[src/rtl/stk_xchg_pkg.sv]
package stk_xchg_pkg;
   typedef enum logic [2:0] {
      PH_IDLE,
      PH_GET_LO,
      PH_GET_HI,
      PH_PUT_HI,
      PH_PUT_LO
   } xchg_phase_e;

   function automatic int max4(input int a, input int b, input int c, input int d);
      int m;
      m = a;
      if (b > m) m = b;
      if (c > m) m = c;
      if (d > m) m = d;
      return m;
   endfunction
endpackage

[src/rtl/stk_xchg_timer.sv]
module stk_xchg_timer #(
   parameter int MAX_LEN = 5,
   localparam int CW = (MAX_LEN > 1) ? $clog2(MAX_LEN) : 1
) (
   input  logic          clk,
   input  logic          rst,
   input  logic          run,
   input  logic [CW-1:0] last_idx,
   output logic          last
);
   generate
      if (MAX_LEN < 1) begin : g_bad_len
         $error("stk_xchg_timer: MAX_LEN must be at least 1");
      end
      if (MAX_LEN == 1) begin : g_single
         assign last = 1'b1;
      end else begin : g_count
         logic [CW-1:0] cnt;
         always_ff @(posedge clk) begin
            if (rst || !run || last) cnt <= '0;
            else                     cnt <= cnt + 1'b1;
         end
         assign last = (cnt == last_idx);

         p_cnt_bound_r2: assert property (@(posedge clk) disable iff (rst)
            run |-> (cnt <= last_idx));
      end
   endgenerate
endmodule

[src/rtl/stk_xchg_sp.sv]
module stk_xchg_sp #(
   parameter int ADDR_W = 16
) (
   input  logic              clk,
   input  logic              rst,
   input  logic              load,
   input  logic [ADDR_W-1:0] sp_in,
   input  logic              step_up,
   input  logic              step_down,
   output logic [ADDR_W-1:0] sp_q,
   output logic [ADDR_W-1:0] sp_origin
);
   always_ff @(posedge clk) begin
      if (rst) begin
         sp_q      <= '0;
         sp_origin <= '0;
      end else if (load) begin
         sp_q      <= sp_in;
         sp_origin <= sp_in;
      end else if (step_up) begin
         sp_q <= sp_q + 1'b1;
      end else if (step_down) begin
         sp_q <= sp_q - 1'b1;
      end
   end

   p_no_both_steps_r8: assert property (@(posedge clk) disable iff (rst)
      !(step_up && step_down));
   p_step_up_r4: assert property (@(posedge clk) disable iff (rst)
      (step_up && !load) |=> (sp_q == $past(sp_q) + 1'b1));
endmodule

[src/rtl/stk_xchg_bytes.sv]
module stk_xchg_bytes #(
   parameter int BYTE_W = 8,
   localparam int WORD_W = 2 * BYTE_W
) (
   input  logic              clk,
   input  logic              rst,
   input  logic              load,
   input  logic [WORD_W-1:0] pair_in,
   input  logic              cap_lo,
   input  logic              cap_hi,
   input  logic [BYTE_W-1:0] rdata,
   input  logic              commit,
   input  logic              sel_hi,
   output logic [BYTE_W-1:0] wdata,
   output logic [WORD_W-1:0] pair_out
);
   logic [BYTE_W-1:0] tmp_lo, tmp_hi;
   logic [WORD_W-1:0] pair_held;

   always_ff @(posedge clk) begin
      if (rst) begin
         tmp_lo    <= '0;
         tmp_hi    <= '0;
         pair_held <= '0;
         pair_out  <= '0;
      end else begin
         if (load)   pair_held <= pair_in;
         if (cap_lo) tmp_lo    <= rdata;
         if (cap_hi) tmp_hi    <= rdata;
         if (commit) pair_out  <= {tmp_hi, tmp_lo};
      end
   end

   assign wdata = sel_hi ? pair_held[WORD_W-1:BYTE_W] : pair_held[BYTE_W-1:0];

   p_pair_hold_r7: assert property (@(posedge clk) disable iff (rst)
      !$past(commit) |-> $stable(pair_out));
endmodule

[src/rtl/stk_xchg_seq.sv]
module stk_xchg_seq #(
   parameter int ADDR_W     = 16,
   parameter int BYTE_W     = 8,
   parameter int GET_LO_LEN = 3,
   parameter int GET_HI_LEN = 4,
   parameter int PUT_HI_LEN = 3,
   parameter int PUT_LO_LEN = 5
) (
   input  logic                clk,
   input  logic                rst,
   input  logic                start,
   input  logic [ADDR_W-1:0]   sp_in,
   input  logic [2*BYTE_W-1:0] pair_in,
   output logic [ADDR_W-1:0]   mem_addr,
   output logic                mem_rd,
   output logic                mem_wr,
   output logic [BYTE_W-1:0]   mem_wdata,
   input  logic [BYTE_W-1:0]   mem_rdata,
   output logic [2*BYTE_W-1:0] pair_out,
   output logic [ADDR_W-1:0]   sp_out,
   output logic                busy,
   output logic                done
);
   import stk_xchg_pkg::*;

   localparam int MAX_LEN = max4(GET_LO_LEN, GET_HI_LEN, PUT_HI_LEN, PUT_LO_LEN);
   localparam int CW      = (MAX_LEN > 1) ? $clog2(MAX_LEN) : 1;

   generate
      if (ADDR_W < 2) begin : g_bad_addr
         $error("stk_xchg_seq: ADDR_W must be at least 2");
      end
      if (BYTE_W < 1) begin : g_bad_byte
         $error("stk_xchg_seq: BYTE_W must be at least 1");
      end
      if (GET_LO_LEN < 1 || GET_HI_LEN < 1 || PUT_HI_LEN < 1 || PUT_LO_LEN < 1) begin : g_bad_len
         $error("stk_xchg_seq: every bus cycle needs at least one clock");
      end
   endgenerate

   xchg_phase_e   phase, phase_nx;
   logic          last, accept;
   logic [CW-1:0] last_idx;
   logic [ADDR_W-1:0] sp_q, sp_origin;

   assign accept = start && (phase == PH_IDLE);
   assign busy   = (phase != PH_IDLE);

   always_comb begin
      case (phase)
         PH_GET_LO: last_idx = CW'(GET_LO_LEN - 1);
         PH_GET_HI: last_idx = CW'(GET_HI_LEN - 1);
         PH_PUT_HI: last_idx = CW'(PUT_HI_LEN - 1);
         PH_PUT_LO: last_idx = CW'(PUT_LO_LEN - 1);
         default:   last_idx = '0;
      endcase
   end

   always_comb begin
      phase_nx = phase;
      case (phase)
         PH_IDLE:   if (accept) phase_nx = PH_GET_LO;
         PH_GET_LO: if (last)   phase_nx = PH_GET_HI;
         PH_GET_HI: if (last)   phase_nx = PH_PUT_HI;
         PH_PUT_HI: if (last)   phase_nx = PH_PUT_LO;
         PH_PUT_LO: if (last)   phase_nx = PH_IDLE;
         default:               phase_nx = PH_IDLE;
      endcase
   end

   always_ff @(posedge clk) begin
      if (rst) begin
         phase <= PH_IDLE;
         done  <= 1'b0;
      end else begin
         phase <= phase_nx;
         done  <= (phase == PH_PUT_LO) && last;
      end
   end

   assign mem_rd = last && ((phase == PH_GET_LO) || (phase == PH_GET_HI));
   assign mem_wr = last && ((phase == PH_PUT_HI) || (phase == PH_PUT_LO));

   stk_xchg_timer #(.MAX_LEN(MAX_LEN)) u_timer (
      .clk      (clk),
      .rst      (rst),
      .run      (busy),
      .last_idx (last_idx),
      .last     (last)
   );

   stk_xchg_sp #(.ADDR_W(ADDR_W)) u_sp (
      .clk       (clk),
      .rst       (rst),
      .load      (accept),
      .sp_in     (sp_in),
      .step_up   (last && (phase == PH_GET_LO)),
      .step_down (last && (phase == PH_PUT_HI)),
      .sp_q      (sp_q),
      .sp_origin (sp_origin)
   );

   stk_xchg_bytes #(.BYTE_W(BYTE_W)) u_bytes (
      .clk      (clk),
      .rst      (rst),
      .load     (accept),
      .pair_in  (pair_in),
      .cap_lo   (mem_rd && (phase == PH_GET_LO)),
      .cap_hi   (mem_rd && (phase == PH_GET_HI)),
      .rdata    (mem_rdata),
      .commit   (mem_wr && (phase == PH_PUT_LO)),
      .sel_hi   (phase == PH_PUT_HI),
      .wdata    (mem_wdata),
      .pair_out (pair_out)
   );

   assign mem_addr = sp_q;
   assign sp_out   = sp_q;

   p_strobe_excl_r2: assert property (@(posedge clk) disable iff (rst)
      !(mem_rd && mem_wr));
   p_done_pulse_r7: assert property (@(posedge clk) disable iff (rst)
      done |=> !done);
   p_done_idle_r9: assert property (@(posedge clk) disable iff (rst)
      done |-> !busy);
   p_sp_restored_r8: assert property (@(posedge clk) disable iff (rst)
      done |-> (sp_out == sp_origin));
   p_ignore_start_r10: assert property (@(posedge clk) disable iff (rst)
      (busy && start) |=> $stable(sp_origin));
   p_addr_stable_r11: assert property (@(posedge clk) disable iff (rst)
      (busy && !last) |=> $stable(mem_addr));
endmodule

[config.mk]
export PLATFORM = sky130hd
export DESIGN_NAME = stk_xchg_seq
export DESIGN_NICKNAME = d
export VERILOG_FILES = /design/src/rtl/stk_xchg_pkg.sv /design/src/rtl/stk_xchg_timer.sv /design/src/rtl/stk_xchg_sp.sv /design/src/rtl/stk_xchg_bytes.sv /design/src/rtl/stk_xchg_seq.sv
export SDC_FILE = /design/constraint.sdc
export NUM_CORES = 1
export LEC_CHECK = 0
export ABC_AREA = 1
export BUFFER_PORTS_ARGS = -buffer_cell sky130_fd_sc_hd__buf_2
export CAP_MARGIN = 5
export CORE_ASPECT_RATIO = 1.5
export CORE_UTILIZATION = 50
export DETAILED_ROUTE_END_ITERATION = 8
export PLACE_DENSITY = 0.73
export SKIP_LAST_GASP = 1
export SLEW_MARGIN = 20
export SYNTH_ARGS = -nofsm -noshare
export SYNTH_HDL_FRONTEND = slang
export SYNTH_SLANG_ARGS = --single-unit
[constraint.sdc]
create_clock -name clk -period 3.5 [get_ports clk]
set_clock_uncertainty 0.1 [all_clocks]
set_input_delay 0.175 -clock clk [delete_from_list [all_inputs] [get_ports clk]]
set_output_delay 0.175 -clock clk [all_outputs]
set_load 0.01 [all_outputs]
# [Word-level counts from Yosys, hierarchy flattened]
# Index checks and enable logic that the tools add are counted.
[totals] register_bits=71 inputBits=43 output_inout_bits=60 elab_cells=51
[op_classes] n_addsub=3 n_eq_ne=10 mux=11 n_reduce_logical=19
[ops] op="16-bit 2-to-1 mux" n=3
[ops] op="16-bit by 1-bit adder with 16-bit output, second input constant" n=1
[ops] op="16-bit by 1-bit subtractor with 16-bit output, second input constant" n=1
[ops] op="3-bit 2-to-1 mux" n=5
[ops] op="3-bit case mux with 5 select lines" n=1
[ops] op="2-bit != test, second input constant" n=5
[ops] op="1-bit logical AND" n=9
[ops] op="3-bit case mux with 3 select lines" n=1
[ops] op="8-bit 2-to-1 mux" n=1
[ops] op="3-bit by 2-bit == test with 1-bit output, second input constant" n=2
[ops] op="3-bit nonzero test" n=2
[ops] op="5-bit AND reduction" n=1
[ops] op="1-bit logical OR" n=4
[ops] op="3-bit by 1-bit adder with 3-bit output, second input constant" n=1
[ops] op="3-bit by 1-bit == test with 1-bit output, second input constant" n=1
[ops] op="3-bit == test" n=1
[ops] op="3-bit == test, second input constant" n=1
[ops] op="3-bit logical NOT" n=1
[ops] op="2-bit OR reduction" n=1
[ops] op="1-bit logical NOT" n=1

# [Longest topological paths before layout]
# Gate-level depths: netlist of the first run.
[logic_depth] word_depth=8 ltp_mapped=22 ltp_nobuf=20

# [Hierarchy]
# A second synthesis of the first run with hierarchy kept.
[hier_totals] cells_unflattened=741 area_unflattened_um2=4830.9
[by_module_without_submodules] module="stk_xchg_bytes" instances=1 cells_per_inst=321 area_per_inst_um2=2144.6 seq_area_each_um2=960.9
[by_module_without_submodules] module="stk_xchg_sp" instances=1 cells_per_inst=332 area_per_inst_um2=2109.5 seq_area_each_um2=640.6
[by_module_without_submodules] module="stk_xchg_seq" instances=1 cells_per_inst=63 area_per_inst_um2=404.1 seq_area_each_um2=80.1
[by_module_without_submodules] module="stk_xchg_timer" instances=1 cells_per_inst=25 area_per_inst_um2=172.7 seq_area_each_um2=60.1

# [Worst setup path before layout of the first run]
# No wires, ideal clock.
[synth_timing] kind="register to register" from="register phase[1]" to="register u_sp.sp_q[8]" setup_ns=0.115 t_arrival_ns=2.582 t_required_ns=3.285 path_slack_ns=0.703 path_stages_with_launch=15 n_path_buf=2 period_less_slack_ns=2.797 path_cell_list="dfxtp_1 -> buf_2 -> nor2_2 -> nand2_1 -> nand2_1 -> nand2_1 -> nand4_1 -> buf_2 -> ha_1 -> a21oi_1 -> nand2_1 -> a31o_2 -> or2_2 -> a21oi_1 -> nor2_1"
[synth_between] elab_chain_len=7 elab_cells_between_ends=14 cone_classes="eq/ne (5); mux (3); reduce/logical (6)"
[synth_lines] item="from (decl)" line_no="stk_xchg_seq.sv:41" text="xchg_phase_e phase, phase_nx;"
[synth_lines] item="from (signal assigned)" line_no="stk_xchg_seq.sv:76" text="phase <= phase_nx;"
[synth_lines] item="3-bit by 1-bit == test with 1-bit output / 3-bit by 2-bit == test with 1-bit output (equally long branches)" line_no="stk_xchg_seq.sv:50, stk_xchg_seq.sv:97, stk_xchg_seq.sv:98"
[synth_lines] item="2-bit OR reduction (no line)"
[synth_lines] item="3-bit case mux with 3 select lines" line_no="stk_xchg_seq.sv:50" text="case (phase)"
[synth_lines] item="3-bit == test" line_no="stk_xchg_timer.sv:23" text="assign last = (cnt == last_idx);"
[synth_lines] item="1-bit logical AND" line_no="stk_xchg_seq.sv:97" text=".step_up (last && (phase == PH_GET_LO)),"
[synth_lines] item="16-bit 2-to-1 mux" line_no="stk_xchg_sp.sv:20" text="end else if (step_up) begin"
[synth_lines] item="16-bit 2-to-1 mux" line_no="stk_xchg_sp.sv:17" text="end else if (load) begin"
[synth_lines] item="to (signal assigned)" line_no="stk_xchg_sp.sv:18" text="sp_q <= sp_in;"
[synth_lines] item="to (signal assigned)" line_no="stk_xchg_sp.sv:21" text="sp_q <= sp_q + 1'b1;"
[synth_lines] item="to (signal assigned)" line_no="stk_xchg_sp.sv:23" text="sp_q <= sp_q - 1'b1;"
[synth_lines] item="to (decl)" line_no="stk_xchg_sp.sv:10" text="output logic [ADDR_W-1:0] sp_q,"
# Several ways; a longest one is shown, not always the timed one.
# A chain may end at the register's enable or synchronous reset.

# [Final worst setup path of the first run]
[layout_timing] from="register phase[1]" to="register u_sp.sp_q[10]"
# Same word-level chain as after synthesis.

==> results.md, run 1 <==
* Area contributors post-synth: dfxtp_1 37%, nand2_1 14%, a21oi_1 9.8%
* CP Buf/Inv Count at 2
* Vias in the first global route at 3,582
* Final setup violation count at 0
* RSZ-0062 raised after global routing: no
* Tmin final at around 3000 ps
* Finished Layout Cells at 750
* DRT iter0 DRCs at 143
* I/O pin cnt at 103
* WL final at 9960 µm
* Tot GR Track Use at 26.4%
* Worst slew pin tran at 1000 ps
* Crit path depth at 17
* Worst hold path type: in -> reg
* Port Buffer Count at 102
* Vias per inst at between 5 and 6
* Crit start category: flip-flop
* Diode count at 0
* GP Congestion at ~0.94
* Worst hold path depth at 3
* Nets@finish at 706
* Achievable frequency at around 330 MHz
* CP Capture Type: flip-flop
* Initial antenna violation count at 0
* Commonest cells in the netlist: 141 x nand2_1, 75 x a21oi_1, 71 x dfxtp_1
* Leakage at 2.24 nW
* Clk slew on worst S/H paths at 80 ps
* Overflow after GRT at 0
* Most used cell, CP: nand2_1
* Synth unique cells at 37
* # DRC at 0
* H-Tree Depth at 3
* Clock Tree Buf Depth at 2
* Share of the synthesized area in the top cell type at 37.2%
* Core area at ~0.0073 mm²
* Synth Area per Inst at 7.05 µm²
* Max-slew violation count at 0
* CP arrival at ~3200 ps
* Synth Flop Type: dfxtp_1
* First-pass GRT wire length at ~16,000 µm
* Area Growth Syn to Fin at 23.5%
* Synth Register Bits at 71
* Critical-path maximum fanout at 9
* FF-to-FF path depth at 17
* Period utilization at 86.5%
* Vias at just under 4,000
* Slew headroom at 32.9%
* Share of layout cells above drive strength 1 at 22.8%
* Sum Neg Setup Slack at 0 ps
* VDD IR max at 0.000636 V
* CTS Buf Count at 9
* Wire length per cell at 13.3 µm
* Yosys top cell by area: dfxtp_1
* Critical path's top delay family: simple AND/OR/NAND/NOR gates
* Clock Latency Late Sink at ~360 ps
* Design Power at 4.75 mW
* Post-Syn Nets at 603
* Clock Tree Root: clkbuf_8
* Fraction of registers with async set/reset at 0%
* CP cell instances: nor2_2 > nand2_1 > nand2_1 > nand2_1 > nand4_1 > clkinv_1 > fa_1 > inv_1 > nand3_1 > nand2_1 > nand2_1 > nand2_1 > a21oi_1 > or2_2 > nand3_1 > nand2_1 > a21oi_1
* Worst path slowest cell: fa_1
* Crit path kind: reg -> reg
* Placed wire-length estimate at 6990 µm
* Die H at approximately 110 µm
* Synth Warn # at 0
* Die X at between 70 and 80 µm
* Status: finished clean
* CP peak stage delay at between 400 and 500 ps
* CTS tree: yes
* Post-Synthesis Cells at 542
* Final ANT Viol Nets at 0
* Standard-cell rows at 38
* Die area at 0.00800 mm²
* Final Hold Fails at 0
* Max-cap viol count at 0
* Drt pass-1 iters at 4
* Post-synth EDFFs at 0
* Power Density at 1010 mW/mm²
* Initial Utilization at around 52%
* Sequential area share after synthesis at 37.2%
* Most common cell in the netlist: nand2_1
* CTS sink count at 71
* Dpl cells at 711
* Largest net degree at the start of global routing at 43
* WP data required at 3700 ps
* Synthesized cell area at around 0.0038 mm²
through the flow:
stage / cell area (µm²) / setup WS [ps] / util [%] / hold slack (ps)
6_report: 4720 / 473 / 64.4 / 10.8
5_1_grt: 4720 / 149 / 64.4 / 11.8
4_1_cts: 4720 / 480 / 64.4 / 1.49
3_5_place_dp: 4260 / 497 / 58.1 / 330
3_3_place_gp: 4260 / 610 / 58.1 / 328
2_1_floorplan: 3820 / 703 / - / 220
routing by layer:
metal,wire length (µm),share of wire (%),up-vias,GRT usage (%)
met2,5200,52,119,47.9
met1,3960,40,1736,28.4
met5,0,0,-,0
li1,-,-,1967,-
met3,494,5.0,25,4.62
met4,296,3.0,0,14.1
registers in the layout, summed over array words and instances (netlist names):
name	flops
u_bytes.tmp_hi	8
u_bytes.pair_out	16
u_timer.g_count.cnt	3
done	1
u_bytes.pair_held	16
u_bytes.tmp_lo	8
phase	3
u_sp.sp_q	16
area by class of cell:
cell class	instances	area (µm²)
Clock inverter	5	78.8
Tap cell	100	125
Multi-Input combinational cell	383	1970
Clock buffer	11	151
Inverter	50	195
Timing Repair Buffer	130	778
Fill cell	726	2610
Sequential cell	71	1420
worst paths after layout:
path | from | to | slack, ps
hold reg to reg | u_bytes.pair_held[6] | u_bytes.pair_held[6] | 350
setup / recovery | phase[1] | u_sp.sp_q[10] | 470
hold / removal | pair_in[0] | u_bytes.pair_held[0] | 10
setup reg to reg | phase[1] | u_sp.sp_q[10] | 470
worst reg2reg max path: cells and delay by family, from the launching register on:
family | cells | cell delay [ps]
adder cells (fa/ha/maj) | 1 | 430
AND/OR/NAND/NOR | 12 | 1490
buffers and inverters | 2 | 330
AO/OA/AOI/OAI | 2 | 220
flip-flops | 1 | 410
power by group:
part           switching (mW)  internal [mW]
combinational            1.85           1.01
sequential              0.142          0.988
clock                   0.325          0.440
total                    2.31           2.44
layout by cell type (no fill, tap or decap), types with 2 or more instances in the layout:
cell           count
nand2_1          141
buf_2            102
a21oi_1           75
dfxtp_1           71
inv_1             44
nand3_1           36
nor2_1            33
o21ai_0           32
dlygate4sd3_1     23
ha_1              17
clkbuf_8          11
o21ai_1            7
a21oi_2            5
a31oi_1            5
xor2_1             5
buf_4              5
o21bai_1           4
inv_2              3
nand4_1            3
or2_2              3
nor2_2             2
inv_6              2
nand2_2            2
o21ai_2            2
nor3_1             2
bufinv_16          2
clkinv_2           2
logic make-up after synthesis:
family	after synthesis	synth area share [%]
AOI/OAI and AO/OA	133	18.9
xor gates and xnor gates	6	1.38
adders and majority gates	18	6.09
buffers and inverters	88	11.3
DFF	71	37.2
and+or+nand+nor	226	25.1
what timing repair did:
action | CTS | global route
hold buffers | 23 | 0
resized for setup | 0 | 0
buffers inserted | 0 | 0
endpoints found under the hold margin | 23 | 0
Note: power is estimated with default switching activity, not from simulation.
==> run 2, diff against run 1 <==
CORE_ASPECT_RATIO = default   (was 1.5)
PLACE_DENSITY = 0.8   (was 0.73)
==> run 2 against run 1 <==
Against the previous run:
- setup slack worse by 73 ps
- final cell count up 0.67%
- flip-flop and latch count unchanged
- sequential share of layout area down 0.056 points
- critical path type unchanged
- critical endpoint unchanged
- largest power group unchanged
- highest routed layer unchanged
==> results.md, run 2 (synthesis results as in run 1) <==
* Status: finished clean (unchanged)
* Area Growth Syn to Fin at 23.7% (was 23.5%)
* Vias per inst at 5.28 (was 5.13)
* CP cell instances: nor2_2 > nand2_1 > nand2_1 > nand2_1 > inv_1 > nand4_1 > buf_4 > clkinv_1 > fa_1 > inv_1 > nand3_1 > nand2_1 > nand2_1 > nand2_1 > a21oi_1 > or2_2 > nand3_1 > nand2_1 > a21oi_1 (was nor2_2 > nand2_1 > nand2_1 > nand2_1 > nand4_1 > clkinv_1 > fa_1 > inv_1 > nand3_1 > nand2_1 > nand2_1 > nand2_1 > a21oi_1 > or2_2 > nand3_1 > nand2_1 > a21oi_1)
* Initial antenna violation count at 0 (unchanged)
* Dpl cells at 710 (was 711)
* Placed wire-length estimate at 6930 µm (was 6990 µm)
* Final ANT Viol Nets at 0 (unchanged)
* Slew headroom at 31.5% (was 32.9%)
* Overflow after GRT at 0 (unchanged)
* RR Startpoint: phase[1] (unchanged)
* Max-cap viol count at 0 (unchanged)
* CTS Buf Count at 9 (unchanged)
* Most frequent cells in the layout: 141 x nand2_1, 102 x buf_2, 75 x a21oi_1, 71 x dfxtp_1, 44 x inv_1 (unchanged)
* Finished Layout Cells at 755 (was 750)
* Hold endpoint: u_sp.sp_q[8] (was u_bytes.pair_held[0])
* Vias at 3,988 (was 3,847)
* CP Capture Type: flip-flop (unchanged)
* Filler Cells Inserted at 633 (was 726)
* GP Congestion at 0.901 (was 0.945)
* Max-slew violation count at 0 (unchanged)
* DRT iter0 DRCs at 289 (was 143)
* Worst r2r dst: u_sp.sp_q[10] (unchanged)
* Tot GR Track Use at 27.7% (was 26.4%)
* Final Hold Fails at 0 (unchanged)
* Biggest regs: u_bytes.pair_held x16, u_bytes.pair_out x16, u_sp.sp_q x16 (unchanged)
* Initial Utilization at 52.1% (was 52.2%)
* Largest net degree at the start of global routing at 45 (was 43)
* # DRC at 0 (unchanged)
* Drt pass-1 iters at 5 (was 4)
* Worst slew pin tran at 1020 ps (was 1000 ps)
* I/O pin cnt at 103 (unchanged)
* Final setup violation count at 0 (unchanged)
* Wire length per cell at 13.7 µm (was 13.3 µm)
* Clock Latency Late Sink at 370 ps (was 360 ps)
* Clock Tree Buf Depth at 2 (unchanged)
* Achievable frequency at 323 MHz (was 330 MHz)
* Area of the multi-input gates at 0.00197 mm² (unchanged)
* Cell Area, Placed at 0.00425 mm² (was 0.00426 mm²)
* Sum Neg Setup Slack at 0 ps (unchanged)
* Diode count at 0 (unchanged)
* Core area at 0.00733 mm² (was 0.00732 mm²)
* WL final at 10,400 µm (was 9960 µm)
* CTS sink count at 71 (unchanged)
* Die X at 89.4 µm (was 73.4 µm)
* Worst path slowest cell: dfxtp_1 (was fa_1)
* Critical-path maximum fanout at 8 (was 9)
* First-pass GRT wire length at 17,000 µm (was 16,000 µm)
* Clk slew on worst S/H paths at 100 ps (was 80 ps)
* Hold_sp: sp_in[8] (was pair_in[0])
* RSZ-0062 raised after global routing: no (unchanged)
* Share of layout cells above drive strength 1 at 22.9% (was 22.8%)
* Nets@finish at 712 (was 706)
* H-Tree Depth at 3 (unchanged)
* Critical path's top delay family: simple AND/OR/NAND/NOR gates (unchanged)
* Vias in the first global route at 3,709 (was 3,582)
* Layout Utilization at 64.4% (about the same)
* Leakage at 2.23 nW (was 2.24 nW)
* Port Buffer Count at 102 (unchanged)
* Crit path kind: reg -> reg (unchanged)
* Worst hold path type: in -> reg (unchanged)
* Crit start category: flip-flop (unchanged)
* CP arrival at 3300 ps (was 3230 ps)
* Most common cell after layout, fill and taps aside: nand2_1 (unchanged)
* Final instance area at 0.00472 mm² (about the same)
* Storage cell area at 0.00142 mm² (unchanged)
* Clock Tree Root: clkbuf_8 (unchanged)
* Hold_ws at 14.0 ps (was 10.8 ps)
* Worst hold path depth at 5 (was 3)
* Standard-cell rows at 31 (was 38)
* Power Density at 995 mW/mm² (was 1010 mW/mm²)
* CTS tree: yes (unchanged)
* Die H at 89.4 µm (was 109 µm)
* Most used cell, CP: nand2_1 (unchanged)
* Period utilization at 88.6% (was 86.5%)
* CP peak stage delay at 530 ps (was 430 ps)
* WP data required at 3700 ps (about the same)
* CP Buf/Inv Count at 4 (was 2)
* FF-to-FF path depth at 19 (was 17)
* Die area at 0.00799 mm² (was 0.00800 mm²)
* VDD IR max at 0.000525 V (was 0.000636 V)
* Reg-to-reg slack, setup at 400 ps (was 470 ps)
* Tmin final at 3100 ps (was 3030 ps)
==> run 2: cell types whose count changed in the layout (fill, tap and decap cells not counted), sizes merged <==
cell / previous run / this run
buf: 107 / 109
clkbuf: 11 / 9
clkinv: 3 / 2
bufinv: 2 / 0
inv: 50 / 53
dlygate4sd3: 23 / 27
clkinvlp: 0 / 2
==> run 2: timing repair <==
action,in CTS,in global routing
hold buffers,27,0
setup buffers,0,2
resized for setup,0,0
setup endpoints to repair,0,10
endpoints found under the hold margin,27,0
==> run 2: power breakdown <==
group          switching (mW)  internal (mW)  total (mW)
clock network           0.354          0.270       0.624
logic                    1.90           1.03        2.93
registers               0.155          0.987        1.14
total                    2.41           2.29        4.70
==> run 2: metal layers <==
metal / routed length [µm] / GRT usage, % / up-vias / share of wire, %
met2: 4890 / 47.3 / 164 / 47
li1: - / - / 1982 / -
met3: 693 / 4.62 / 23 / 6.7
met1: 4580 / 34.9 / 1819 / 44
met5: 0 / 0 / - / 0
met4: 195 / 10.7 / 0 / 1.9
==> run 2: per-stage QoR <==
step / setup WS [ps] / total power, mW
after global placement: 276 / 3.92
after global routing: 153 / 5.15
final: 400 / 4.70
after CTS: 109 / 4.63
after detailed placement: 107 / 3.97
after floorplan: 703 / 3.38
==> run 2: how the worst max path moves through the flow <==
stage | from | end | cells after the start
6_report | phase[1] | u_sp.sp_q[10] | 19
5_1_grt | phase[1] | u_sp.sp_q[15] | 19
4_1_cts | phase[1] | u_sp.sp_q[11] | 16
3_5_place_dp | phase[1] | u_sp.sp_q[11] | 16
3_3_place_gp | phase[1] | u_sp.sp_q[11] | 16
2_1_floorplan | phase[1] | u_sp.sp_q[8] | 14
==> run 2: area by class of cell <==
type / count / area share (%)
timing repair buffer: 136 / 17.6
clock inverter: 7 / 1.30
sequential: 71 / 30.1
multi-input combinational: 383 / 41.6
inverter: 50 / 4.13
tap: 99 / 2.62
clock buffer: 9 / 2.62
==> run 2: worst reg2reg max path, stage by stage (launching register included) <==
cell	delay (ps)
dfxtp_1	530
nor2_2	80
nand2_1	140
nand2_1	70
nand2_1	140
inv_1	70
nand4_1	120
buf_4	170
clkinv_1	100
fa_1	370
inv_1	110
nand3_1	80
nand2_1	160
nand2_1	70
nand2_1	130
a21oi_1	100
or2_2	270
nand3_1	70
nand2_1	60
a21oi_1	120
==> run 3, diff against run 2 <==
ABC_AREA = default   (was 1)
==> run 3 against run 2 <==
Against the previous run:
- setup slack worse by 96 ps
- final area down 2.3%
- die area down 3.7%
- critical endpoint is now u_sp.sp_q[12]
- routed wire length down 9.5%
- highest routed layer unchanged
- register-to-register slack worse by 96 ps
==> results.md, run 3 <==
* Clock Tree Root: clkbuf_8 (unchanged)
* Achievable frequency at 313 MHz (was 323 MHz)
* Crit start category: flip-flop (unchanged)
* Nets@finish at 624 (was 712)
* Share of layout cells above drive strength 1 at 24.8% (was 22.9%)
* Slew headroom at 45.8% (was 31.5%)
* H-Tree Depth at 3 (unchanged)
* RSZ-0062 raised after global routing: no (unchanged)
* Max-slew violation count at 0 (unchanged)
* Tot GR Track Use at 25.2% (was 27.7%)
* CP Capture Type: flip-flop (unchanged)
* CP peak stage delay at 460 ps (was 530 ps)
* Clock Latency Late Sink at 350 ps (was 370 ps)
* Placed wire-length estimate at 6040 µm (was 6930 µm)
* Commonest cells in the netlist: 101 x nand2_1, 71 x dfxtp_1, 63 x a21oi_1 (was 141 x nand2_1, 75 x a21oi_1, 71 x dfxtp_1)
* Vias in the first global route at 3,340 (was 3,709)
* Status: finished clean (unchanged)
* Cell Area, Placed at 0.00413 mm² (was 0.00425 mm²)
* Initial Utilization at 52.9% (was 52.1%)
* Max-cap viol count at 0 (unchanged)
* Period utilization at 91.3% (was 88.6%)
* CP Buf/Inv Count at 1 (was 4)
* Initial antenna violation count at 0 (unchanged)
* DRT iter0 DRCs at 205 (was 289)
* Leakage at 2.01 nW (was 2.23 nW)
* Most frequent cells in the layout: 102 x buf_2, 101 x nand2_1, 71 x dfxtp_1, 62 x a21oi_1, 38 x nor2_1 (was 141 x nand2_1, 102 x buf_2, 75 x a21oi_1, 71 x dfxtp_1, 44 x inv_1)
* Final setup violation count at 0 (unchanged)
* Drt pass-1 iters at 4 (was 5)
* Critical-path maximum fanout at 17 (was 8)
* Area contributors post-synth: dfxtp_1 39%, nand2_1 10%, a21oi_1 8.6% (was dfxtp_1 37%, nand2_1 14%, a21oi_1 9.8%)
* Standard-cell rows at 30 (was 31)
* Worst hold path type: in -> reg (unchanged)
* Synth Register Bits at 71 (unchanged)
* CTS tree: yes (unchanged)
* I/O pin cnt at 103 (unchanged)
* Synth Flop Type: dfxtp_1 (unchanged)
* Area Growth Syn to Fin at 25.8% (was 23.7%)
* Synthesized cell area at 0.00367 mm² (was 0.00382 mm²)
* Largest net degree at the start of global routing at 42 (was 45)
* Worst slew pin tran at 813 ps (was 1020 ps)
* Share of the synthesized area in the top cell type at 38.7% (was 37.2%)
* Overflow after GRT at 0 (unchanged)
* CTS Buf Count at 9 (unchanged)
* WL final at 9380 µm (was 10,400 µm)
* Sequential area share after synthesis at 38.7% (was 37.2%)
* # DRC at 0 (unchanged)
* Post-synth EDFFs at 0 (unchanged)
* CP arrival at 3330 ps (was 3300 ps)
* Power Density at 458 mW/mm² (was 995 mW/mm²)
* Critical path's top delay family: compound AO/OA/AOI/OAI gates (was simple AND/OR/NAND/NOR gates)
* Clk slew on worst S/H paths at 80 ps (was 100 ps)
* Yosys top cell by area: dfxtp_1 (unchanged)
* WP data required at 3640 ps (was 3700 ps)
* Most used cell, CP: o211ai_1 (was nand2_1)
* Clock Tree Buf Depth at 2 (unchanged)
* Synth Area per Inst at 8.00 µm² (was 7.05 µm²)
* GP Congestion at 0.878 (was 0.901)
* Most common cell after layout, fill and taps aside: buf_2 (was nand2_1)
* VDD IR max at 0.000306 V (was 0.000525 V)
* Final Hold Fails at 0 (unchanged)
* Synth Warn # at 0 (unchanged)
* Worst path slowest cell: dfxtp_1 (unchanged)
* CP cell instances: nor2b_1 > nor3b_2 > nand2b_1 > buf_4 > ha_1 > o211ai_1 > a21oi_2 > o211ai_1 > o221ai_1 > xnor2_1 > a2111oi_1 (was nor2_2 > nand2_1 > nand2_1 > nand2_1 > inv_1 > nand4_1 > buf_4 > clkinv_1 > fa_1 > inv_1 > nand3_1 > nand2_1 > nand2_1 > nand2_1 > a21oi_1 > or2_2 > nand3_1 > nand2_1 > a21oi_1)
* Design Power at 2.11 mW (was 4.70 mW)
* Vias at 3,558 (was 3,988)
* Crit path kind: reg -> reg (unchanged)
* Layout Utilization at 66.5% (was 64.4%)
* Die H at 87.7 µm (was 89.4 µm)
* Most common cell in the netlist: nand2_1 (unchanged)
* Final ANT Viol Nets at 0 (unchanged)
* Biggest regs: u_bytes.pair_held x16, u_bytes.pair_out x16, u_sp.sp_q x16 (unchanged)
* Core area at 0.00694 mm² (was 0.00733 mm²)
* Fraction of registers with async set/reset at 0% (unchanged)
* CTS sink count at 71 (unchanged)
* # Post-CTS Setup Buffers at 0 (unchanged)
* Die X at 87.7 µm (was 89.4 µm)
* Sum Neg Setup Slack at 0 ps (unchanged)
* Die area at 0.00769 mm² (was 0.00799 mm²)
* Synth unique cells at 49 (was 37)
* Post-Synthesis Cells at 459 (was 542)
* First-pass GRT wire length at 15,200 µm (was 17,000 µm)
* Final instance area at 0.00462 mm² (was 0.00472 mm²)
* Tmin final at 3200 ps (was 3100 ps)
* Vias per inst at 5.36 (was 5.28)
* Diode count at 0 (unchanged)
* Wire length per cell at 14.1 µm (was 13.7 µm)
* Port Buffer Count at 102 (unchanged)
* Post-Syn Nets at 520 (was 603)
==> run 3: changes by cell type in the layout (fill, tap and decap cells not counted), moves of 7 or more <==
cell,change
o21ai_0,-17
mux2_2,+8
mux2i_1,+9
inv_1,-38
o211ai_1,+7
xnor2_1,+11
nand2_1,-40
a21oi_1,-13
nand3_1,-32
==> run 3: timing repair <==
item,CTS,global route
endpoints found under the setup margin,0,1
hold endpoints to repair,31,0
resized for setup,0,1
hold buffers,26,0
==> run 3: layer usage <==
layer	up-vias	wire (µm)	GRT usage [%]
met1	1649	4110	31.6
met4	0	200	11.3
met5	-	0	0
met2	120	4570	42.3
met3	22	504	4.62
li1	1767	-	-
==> run 3: logic make-up (layout without fill, tap and decap cells) <==
family,after synthesis,in the layout,share of synthesized area [%]
AOI/OAI and AO/OA,115,115,19.1
muxes,17,17,4.91
xor gates and xnor gates,13,13,3.10
adders and majority gates,18,18,6.34
DFF,71,71,38.7
and+or+nand+nor,176,176,20.9
buffers and inverters,49,158,7.02
==> run 3: final cells by class <==
| class | count | area (µm²) |
|---|---|---|
| Fill cell | 567 | 2330 |
| Multi-Input combinational cell | 339 | 2000 |
| Sequential cell | 71 | 1420 |
| Timing Repair Buffer | 136 | 831 |
| Clock buffer | 10 | 128 |
| Tap cell | 96 | 120 |
| Clock inverter | 6 | 92.6 |
| Inverter | 6 | 22.5 |
==> run 3: final timing paths <==
kind,depth (start not counted),slack [ps],to,startpoint
max,11,300,u_sp.sp_q[12],phase[0]
min reg2reg,2,350,u_bytes.pair_out[3],u_bytes.tmp_lo[3]
min,3,7,u_sp.sp_q[12],sp_in[12]
max reg2reg,11,300,u_sp.sp_q[12],phase[0]
==> run 3: worst register-to-register path, delay by kind of cell, from the launching register on <==
family | cells | cell delay, ps
AOI/OAI and AO/OA | 5 | 1160
and+or+nand+nor | 3 | 610
DFF | 1 | 460
adders and majority gates | 1 | 350
buffers and inverters | 1 | 260
xor gates and xnor gates | 1 | 150
==> run 3: per-stage QoR <==
step	worst slack (ps)	std cells	hold slack (ps)
3_5_place_dp	288	622	320
3_3_place_gp	478	622	317
5_1_grt	77.5	664	10.5
6_report	304	664	6.94
4_1_cts	256	664	1.03
2_1_floorplan	240	459	165
==> run 3: power by group <==
group	switching, mW	internal (mW)	total [mW]
logic	0.265	0.238	0.503
clock network	0.320	0.405	0.725
registers	0.0405	0.846	0.887
total	0.625	1.49	2.11
